## src/rtl/irq_release_pkg.sv

```systemverilog
// Package: shared bit positions of the command and configuration registers
// decoded by the interrupt release controller.
package irq_release_pkg;
    localparam int CMD_W        = 8;
    localparam int CMD_SILENCE  = 6;  // silence line, keep flags
    localparam int CMD_WIPE     = 7;  // silence line, clear flags
    localparam int CFG_PIN_EN   = 7;  // global pin enable
    localparam int CFG_OSC_MASK = 5;  // oscillator-fail mask
    localparam int KEEP_BIT     = 0;  // interrupt bit that survives a wipe
endpackage

```

## src/rtl/irq_cfg_reg.sv

```systemverilog
// Module: irq_cfg_reg
// Holds the pin-enable and oscillator-mask bits of the configuration register.
// Assumes a single-cycle write strobe. Both bits reset to 1. The next-state
// values are also exported so that registered consumers can line up with them.
module irq_cfg_reg
    import irq_release_pkg::*;
(
    input  logic             clk,
    input  logic             rst_n,
    input  logic             we_i,
    input  logic [CMD_W-1:0] wdata_i,
    output logic             pin_en_q,
    output logic             osc_msk_q,
    output logic             pin_en_d,
    output logic             osc_msk_d
);
    // next-state selection on a write
    always_comb begin
        pin_en_d  = we_i ? wdata_i[CFG_PIN_EN]   : pin_en_q;
        osc_msk_d = we_i ? wdata_i[CFG_OSC_MASK] : osc_msk_q;
    end

    // configuration storage
    always_ff @(posedge clk) begin
        if (!rst_n) begin
            pin_en_q  <= 1'b1;
            osc_msk_q <= 1'b1;
        end else begin
            pin_en_q  <= pin_en_d;
            osc_msk_q <= osc_msk_d;
        end
    end
endmodule

```

## src/rtl/irq_flag_bank.sv

```systemverilog
// Module: irq_flag_bank
// Sticky event and interrupt registers. A set pulse wins over a read-clear
// and over a wipe. A wipe clears all event bits and all interrupt bits but
// KEEP_BIT. The oscillator bit is gated by the current mask value.
module irq_flag_bank
    import irq_release_pkg::*;
#(
    parameter int IRQ_W   = 8,
    parameter int OSC_IDX = 3
)(
    input  logic             clk,
    input  logic             rst_n,
    input  logic [IRQ_W-1:0] set_i,
    input  logic [IRQ_W-1:0] clr_i,
    input  logic             wipe_i,
    input  logic             osc_msk_i,
    output logic [IRQ_W-1:0] evt_q,
    output logic [IRQ_W-1:0] irq_q,
    output logic [IRQ_W-1:0] irq_d
);
    logic [IRQ_W-1:0] gset;
    logic [IRQ_W-1:0] evt_d;

    // per-bit set gating: only the oscillator bit depends on the mask
    for (genvar b = 0; b < IRQ_W; b++) begin : g_gate
        if (b == OSC_IDX) begin : g_osc
            assign gset[b] = set_i[b] & osc_msk_i;
        end else begin : g_plain
            assign gset[b] = set_i[b];
        end
    end

    // next state: clear first, then apply sets so that sets win
    always_comb begin
        evt_d = (wipe_i ? '0 : (evt_q & ~clr_i)) | gset;
        irq_d = (irq_q & ~clr_i) | gset;
        if (wipe_i) begin
            irq_d = ((irq_q & ~clr_i) & (IRQ_W'(1) << KEEP_BIT)) | gset;
        end
    end

    // flag storage
    always_ff @(posedge clk) begin
        if (!rst_n) begin
            evt_q <= '0;
            irq_q <= '0;
        end else begin
            evt_q <= evt_d;
            irq_q <= irq_d;
        end
    end

    AST_WIPE_LEAVES_KEEP: assert property (@(posedge clk) disable iff (!rst_n)
        (wipe_i && set_i == '0) |=> (evt_q == '0 && (irq_q >> 1) == '0));
    AST_NEW_WINS: assert property (@(posedge clk) disable iff (!rst_n)
        (set_i[KEEP_BIT] && wipe_i) |=> (evt_q[KEEP_BIT] && irq_q[KEEP_BIT]));
    AST_OSC_MASKED: assert property (@(posedge clk) disable iff (!rst_n)
        (!osc_msk_i && !irq_q[OSC_IDX] && set_i[OSC_IDX]) |=> !irq_q[OSC_IDX]);
endmodule

```

## src/rtl/irq_pin_drive.sv

```systemverilog
// Module: irq_pin_drive
// Sticky silence flag and registered active-low pin. The flag is set by
// either command and kept only while interrupt bits remain pending. The pin
// is computed from next-state values, so it moves on the same edge as the flags.
module irq_pin_drive (
    input  logic clk,
    input  logic rst_n,
    input  logic silence_i,
    input  logic pending_d,
    input  logic pin_en_d,
    output logic int_n,
    output logic silenced_q
);
    logic silenced_d;

    // silence persists until the pending set is empty
    always_comb silenced_d = (silenced_q | silence_i) & pending_d;

    // silence flag and glitch-free pin register
    always_ff @(posedge clk) begin
        if (!rst_n) begin
            silenced_q <= 1'b0;
            int_n      <= 1'b1;
        end else begin
            silenced_q <= silenced_d;
            int_n      <= ~(pin_en_d & pending_d & ~silenced_d);
        end
    end

    AST_SILENT_MEANS_HIGH: assert property (@(posedge clk) disable iff (!rst_n)
        silenced_q |-> int_n);
endmodule

```

## src/rtl/irq_release_ctrl.sv

```systemverilog
// Module: irq_release_ctrl (top)
// Interrupt pin release controller. Decodes bits 6 and 7 of the command
// write and instantiates the configuration register, the flag bank and the
// pin driver. Assumes write strobes and event pulses last one cycle.
module irq_release_ctrl
    import irq_release_pkg::*;
#(
    parameter int IRQ_W   = 8,
    parameter int OSC_IDX = 3
)(
    input  logic             clk,
    input  logic             rst_n,
    input  logic [IRQ_W-1:0] evt_set_i,
    input  logic [IRQ_W-1:0] rd_clr_i,
    input  logic             cmd_we_i,
    input  logic [CMD_W-1:0] cmd_wdata_i,
    input  logic             cfg_we_i,
    input  logic [CMD_W-1:0] cfg_wdata_i,
    output logic             int_n,
    output logic             ara_en_o,
    output logic [IRQ_W-1:0] evt_q_o,
    output logic [IRQ_W-1:0] irq_q_o
);
    logic             pin_en_q, osc_msk_q, pin_en_d, osc_msk_d;
    logic             wipe, silence;
    logic [IRQ_W-1:0] irq_d;
    logic             silenced_q;

    // command decode
    always_comb begin
        wipe    = cmd_we_i & cmd_wdata_i[CMD_WIPE];
        silence = cmd_we_i & (cmd_wdata_i[CMD_WIPE] | cmd_wdata_i[CMD_SILENCE]);
    end

    irq_cfg_reg u_cfg (
        .clk       (clk),
        .rst_n     (rst_n),
        .we_i      (cfg_we_i),
        .wdata_i   (cfg_wdata_i),
        .pin_en_q  (pin_en_q),
        .osc_msk_q (osc_msk_q),
        .pin_en_d  (pin_en_d),
        .osc_msk_d (osc_msk_d)
    );

    irq_flag_bank #(.IRQ_W(IRQ_W), .OSC_IDX(OSC_IDX)) u_flags (
        .clk       (clk),
        .rst_n     (rst_n),
        .set_i     (evt_set_i),
        .clr_i     (rd_clr_i),
        .wipe_i    (wipe),
        .osc_msk_i (osc_msk_q),
        .evt_q     (evt_q_o),
        .irq_q     (irq_q_o),
        .irq_d     (irq_d)
    );

    irq_pin_drive u_pin (
        .clk        (clk),
        .rst_n      (rst_n),
        .silence_i  (silence),
        .pending_d  (|irq_d),
        .pin_en_d   (pin_en_d),
        .int_n      (int_n),
        .silenced_q (silenced_q)
    );

    assign ara_en_o = pin_en_q;

    AST_LOW_NEEDS_PENDING: assert property (@(posedge clk) disable iff (!rst_n)
        !int_n |-> (irq_q_o != '0));
    AST_DISABLED_HIGH: assert property (@(posedge clk) disable iff (!rst_n)
        !pin_en_q |-> int_n);
    AST_SILENCE_KEEPS: assert property (@(posedge clk) disable iff (!rst_n)
        (cmd_we_i && cmd_wdata_i[CMD_SILENCE] && !cmd_wdata_i[CMD_WIPE]
         && evt_set_i == '0 && rd_clr_i == '0)
        |=> ($stable(irq_q_o) && $stable(evt_q_o) && int_n));
    AST_REARM_ONLY_EMPTY: assert property (@(posedge clk) disable iff (!rst_n)
        (silenced_q && irq_d != '0 && !(pin_en_d == 1'b0)) |=> int_n);
endmodule

```

## config.mk

```make
export PLATFORM = sky130hd
export DESIGN_NAME = irq_release_ctrl
export DESIGN_NICKNAME = d
export VERILOG_FILES = /design/src/rtl/irq_release_pkg.sv /design/src/rtl/irq_cfg_reg.sv /design/src/rtl/irq_flag_bank.sv /design/src/rtl/irq_pin_drive.sv /design/src/rtl/irq_release_ctrl.sv
export SDC_FILE = /design/constraint.sdc
export NUM_CORES = 1
export LEC_CHECK = 0
export BUFFER_PORTS_ARGS = -buffer_cell sky130_fd_sc_hd__buf_2
export CAP_MARGIN = 5
export CORE_MARGIN = 2
export CORE_UTILIZATION = 41
export CTS_CLUSTER_DIAMETER = 150
export DETAILED_ROUTE_END_ITERATION = 16
export PLACE_DENSITY = 0.8
export SLEW_MARGIN = 25
export SYNTH_ARGS = -nofsm -noshare
export SYNTH_HDL_FRONTEND = slang
export SYNTH_HIERARCHICAL = 1
export SYNTH_SLANG_ARGS = --single-unit
```

## constraint.sdc

```tcl
create_clock -name clk -period 1.8 [get_ports clk]
set_clock_uncertainty 0.15 [all_clocks]
set_input_delay 0 -clock clk [delete_from_list [all_inputs] [get_ports clk]]
set_output_delay 0 -clock clk [all_outputs]
set_load 0.05 [all_outputs]
```

== Word level (Yosys, flattened, before mapping) ==
Cells that the tools add are included.

* Logic and storage cells: 26
* Memory bits (read-only): 0
* Bits of input ports: 36
* Bits in latches: 0
* Memories kept: 0
* Output and inout bits: 18
* Bits in writable memories: 0
* Bits in registers: 20

* $add $sub $neg: 0
* Muxes and demuxes: 3
* $mul: 0
* Shift-type cells: 0
* Reductions and logical operators: 1
* Eq/ne operators: 0
* Bitwise gates (word level): 16
* Div/mod/pow operators: 0
* $lt $le $gt $ge: 0

{| class="wikitable"
|+ Operators by type and width
! kind !! count
|-
| AND 8 bit || 2
|-
| 2-to-1 mux 8 bit || 2
|-
| bitwise OR 8 bit || 2
|-
| NOT 8 bit || 1
|-
| bitwise OR 1 x 8 -> 8 bit || 1
|-
| OR reduction 8 bit || 1
|-
| AND 1 bit || 6
|-
| NOT 1 bit || 2
|-
| bitwise OR 1 bit || 2
|-
| 2-to-1 mux 1 bit || 1
|}

== Logic depth before layout (Yosys ltp) ==
* Depth after elaboration: 9
* Gate-level depth with buffers: 8
* Mapped depth without buffers: 7

== By module ==
The synthesis kept the hierarchy.

{| class="wikitable"
|+ Modules (own cells, without submodules)
! module !! instances !! area each (sq um) !! sequential area each (sq um) !! cells each
|-
| irq_flag_bank || 1 || 676.9 || 320.3 || 75
|-
| irq_cfg_reg || 1 || 86.3 || 40.0 || 7
|-
| irq_pin_drive || 1 || 60.1 || 40.0 || 6
|-
| irq_release_ctrl || 1 || 30.0 || 0.0 || 5
|}

== Worst setup path after synthesis ==
No wires, ideal clock.

* Path type: register to register
* Start point: register u_flags.irq_q[0]
* End point: register u_pin.silenced_q
* Cell stages (with the launch flop): 7
* Clock period less this slack: 1.608 ns
* Setup slack: 0.192 ns
* Data required time: 1.536 ns
* Data arrival time: 1.345 ns
* Setup time: 0.114 ns
* Path through: dfxtp_1 -> nor2b_1 -> or2_2 -> nor4_1 -> nand2_1 -> nand2_1 -> nor2_1

* Word-level cells in the longest chain between the ends: 5

{| class="wikitable"
|+ RTL lines
! element !! line !! RTL
|-
| start: declaration || irq_flag_bank.sv:18 || <nowiki>output logic [IRQ_W-1:0] irq_q,</nowiki>
|-
| start signal: assignment || irq_flag_bank.sv:49 || <nowiki>irq_q <= irq_d;</nowiki>
|-
| AND 8 bit (*) || irq_flag_bank.sv:36 || <nowiki>irq_d = (irq_q & ~clr_i) | gset;</nowiki>
|-
| bitwise OR 8 bit or bitwise OR 1 x 8 -> 8 bit (tied branches) || irq_flag_bank.sv:36, irq_flag_bank.sv:38 ||
|-
| 2-to-1 mux 8 bit (*) || irq_flag_bank.sv:37 || <nowiki>if (wipe_i) begin</nowiki>
|-
| net irq_d[0] || irq_release_ctrl.sv:26 || <nowiki>logic [IRQ_W-1:0] irq_d;</nowiki>
|-
| OR reduction 8 bit (*) || irq_release_ctrl.sv:62 || <nowiki>.pending_d (|irq_d),</nowiki>
|-
| AND 1 bit (*) || irq_pin_drive.sv:17 || <nowiki>always_comb silenced_d = (silenced_q | silence_i) & pending_d;</nowiki>
|-
| end signal: assignment || irq_pin_drive.sv:25 || <nowiki>silenced_q <= silenced_d;</nowiki>
|-
| end: declaration || irq_pin_drive.sv:12 || <nowiki>output logic silenced_q</nowiki>
|}

The timed path passes the listed nets; every way through them passes the cells marked *.
A chain may end at the register's enable or synchronous reset.

==> flow_summary.json <==
{
  "power_density_nw_per_um2": 715,
  "synth_largest_area_cell": "dfxtp_1",
  "port_buffers": 41,
  "dieWidth_um": 49.6,
  "cts_sinks": 20,
  "drtIter0Drc": 23,
  "combPwrFrac": 0.310,
  "die-area_um2": 2460,
  "seqPwrFrac": 0.487,
  "finalHoldViolCount": 0,
  "critPathMaxStageDelay_ps": 590,
  "reg2reg_slack_ps": 160,
  "wl_per_cell_um": 12.6,
  "hpwl_um": 1480,
  "numCtsBuffers": 3,
  "synth_top_area_frac": 0.469,
  "wl_um": 2430,
  "cts_max_path_buffers": 2,
  "cts_setup_buffers": 0,
  "crit_top_cell": "dlygate4sd3_1",
  "maxCapViolations": 0,
  "syn_area_per_cell_um2": 9.18,
  "initial_utilization": 0.435,
  "grt_max_degree": 28,
  "grt_pass1_vias": 961,
  "vdd_ir_drop_max_uv": 428,
  "ys_seq_area_frac": 0.469,
  "cts-root-buf": "clkbuf_4",
  "synth.area.top_cells": "dfxtp_1, nand2_1, o31ai_1",
  "start_kind": "input pin",
  "crit_required_ps": 1890,
  "grt_overflow": 0,
  "ios": 54,
  "synth_cell_types": 22,
  "ant_nets": 0,
  "worstMarginPinSlew_ps": 299,
  "insertedDiodeCount": 0,
  "syn_nets": 129,
  "core_um2": 1960,
  "maxSlewViolCount": 0,
  "intPower_w": 0.000681,
  "syn-cell-area_um2": 853,
  "rsz0062_at_grt": "no",
  "clock_latency_ps": 290,
  "critPathKind": "input pin to flip-flop",
  "setup-tns-final_ps": 0,
  "p_switching_w": 0.000333,
  "swShare": 0.329,
  "power_leakage_nw": 0.679,
  "yosysWarnings": 6,
  "slew_headroom": 0.799,
  "end_kind": "flip-flop",
  "clkTransAtPathRegs_ps": 110,
  "p_clk_frac": 0.204,
  "antenna_found_initial": 0,
  "via_count": 956,
  "synthToLayoutAreaGrowth_pct": 66.3,
  "crit_chain": "dlygate4sd3_1 > clkbuf_4 > nand2_1 > o31ai_1 > dlygate4sd3_1",
  "path_max_fanout": 27,
  "die-height_um": 49.6,
  "cts_tree": "built",
  "grt_usage": 0.207,
  "finalSetupViolations": 0,
  "vias_per_cell": 4.98,
  "final-seq-area_um2": 400,
  "hold_class": "input pin to flip-flop",
  "rows": 16,
  "synth-seq-cells": 20,
  "multi_input_area_um2": 420,
  "synthCells": 93,
  "drive_gt1_frac": 0.333,
  "post-route-period-util": 0.935,
  "drc": 0,
  "placedCellCount": 158,
  "gp_congestion": 0.768,
  "grt_pass1_wl_um": 3990,
  "status": "finished, final reports clean",
  "cp.arrival_ps": 1780,
  "final_cells": 192,
  "n_fill_cell": 151,
  "cpMaxStageDelayCell": "dlygate4sd3_1",
  "first_pass_iters": 4,
  "fin_nets": 203,
  "htreeDepth": 1,
  "layout_min_cycle_time_ps": 1680,
  "fmax_mhz": 594
}
==> synthesized netlist by cell type <==
library cell	instances
a22o_1	1
nor2_1	8
and2_1	1
or2_1	2
nand4_1	1
o31ai_2	5
nor2_2	1
dfxtp_1	20
buf_6	1
a21o_1	6
mux2_4	2
nand3_1	1
inv_1	1
o31ai_1	10
o21a_1	2
or2_2	1
buf_4	1
nand2_1	23
nand2_2	1
nor4_1	2
nor2b_1	1
buf_2	2
==> cell usage in the layout (no fill, tap or decap), types with 2 or more instances in the layout <==
cell type,count
a21o_1,6
nor4_1,2
buf_2,40
nand2_1,23
mux2_4,2
o31ai_2,5
nor2_1,8
clkbuf_4,4
o21a_1,2
o31ai_1,10
or2_1,2
dfxtp_1,20
dlygate4sd3_1,31
==> power by group through the flow <==
stage                     combinational, W  clock [W]  sequential, W
final                             0.000314   0.000207       0.000494
after detailed placement          0.000250          0       0.000502
after global placement            0.000245          0       0.000501
after floorplan                  0.0000745          0       0.000601
after CTS                         0.000309   0.000211       0.000492
after global routing              0.000334   0.000231       0.000497
==> worst max-delay path: cells and delay by family <==
family / cells / cell delay, ps
AND/OR/NAND/NOR: 1 / 90
buffers and inverters: 3 / 1430
AO/OA/AOI/OAI: 1 / 250
==> final cells by class <==
type | count | share of cell area
multi-input combinational | 68 | 0.296
sequential | 20 | 0.282
tap | 27 | 0.0238
inverter | 1 | 0.00265
timing repair buffer | 73 | 0.379
clock buffer | 3 | 0.0159
==> per-stage QoR <==
step / hold WS [ps] / setup slack [ps] / power, W / cell area [µm²] / utilization
2_1_floorplan: -58.4 / 192 / 0.000676 / 853 / -
3_3_place_gp: 51.0 / 285 / 0.000746 / 1080 / 0.552
3_5_place_dp: 63.5 / 287 / 0.000753 / 1080 / 0.552
4_1_cts: 92.1 / 106 / 0.00101 / 1420 / 0.722
5_1_grt: 107 / 45.8 / 0.00106 / 1420 / 0.723
6_report: 93.4 / 117 / 0.00101 / 1420 / 0.723
==> sequential cells by signal, summed over array words and instances, names as in the netlist <==
signal            flops
u_pin/int_n           1
u_flags/irq_q         8
u_cfg/osc_msk_q       1
u_pin/silenced_q      1
u_flags/evt_q         8
u_cfg/pin_en_q        1
==> per-layer routing <==
metal,wire (µm),part of all wire,vias up,GRT usage
li1,-,-,474,-
met2,1250,0.52,38,0.382
met4,33,0.014,0,0.102
met1,1010,0.42,440,0.228
met5,0,0,-,0
met3,127,0.052,4,0.0273
==> path summary, 6_finish.rpt <==
| path | from | end | cells past startpoint |
|---|---|---|---|
| worst max-delay path | rst_n | u_flags/irq_q[7] | 5 |
| worst min-delay path | cmd_wdata_i[7] | u_flags/evt_q[3] | 4 |
| worst max register to register | u_cfg/osc_msk_q | u_cfg/osc_msk_q | 3 |
| worst min register to register | u_flags/evt_q[3] | u_flags/evt_q[3] | 2 |
==> logic make-up after synthesis <==
group	after synthesis	share of synthesized area
and+or+nand+nor	42	0.216
DFF	20	0.469
muxes	2	0.0352
buffers and inverters	5	0.0381
AOI/OAI and AO/OA	24	0.242
==> what timing repair did <==
action                     in CTS  in global routing
setup endpoints to repair       0                  4
gates resized for setup         0                  1
hold endpoints to repair       20                  0
hold buffers                   31                  0
Power figures use the tool's default switching activity.
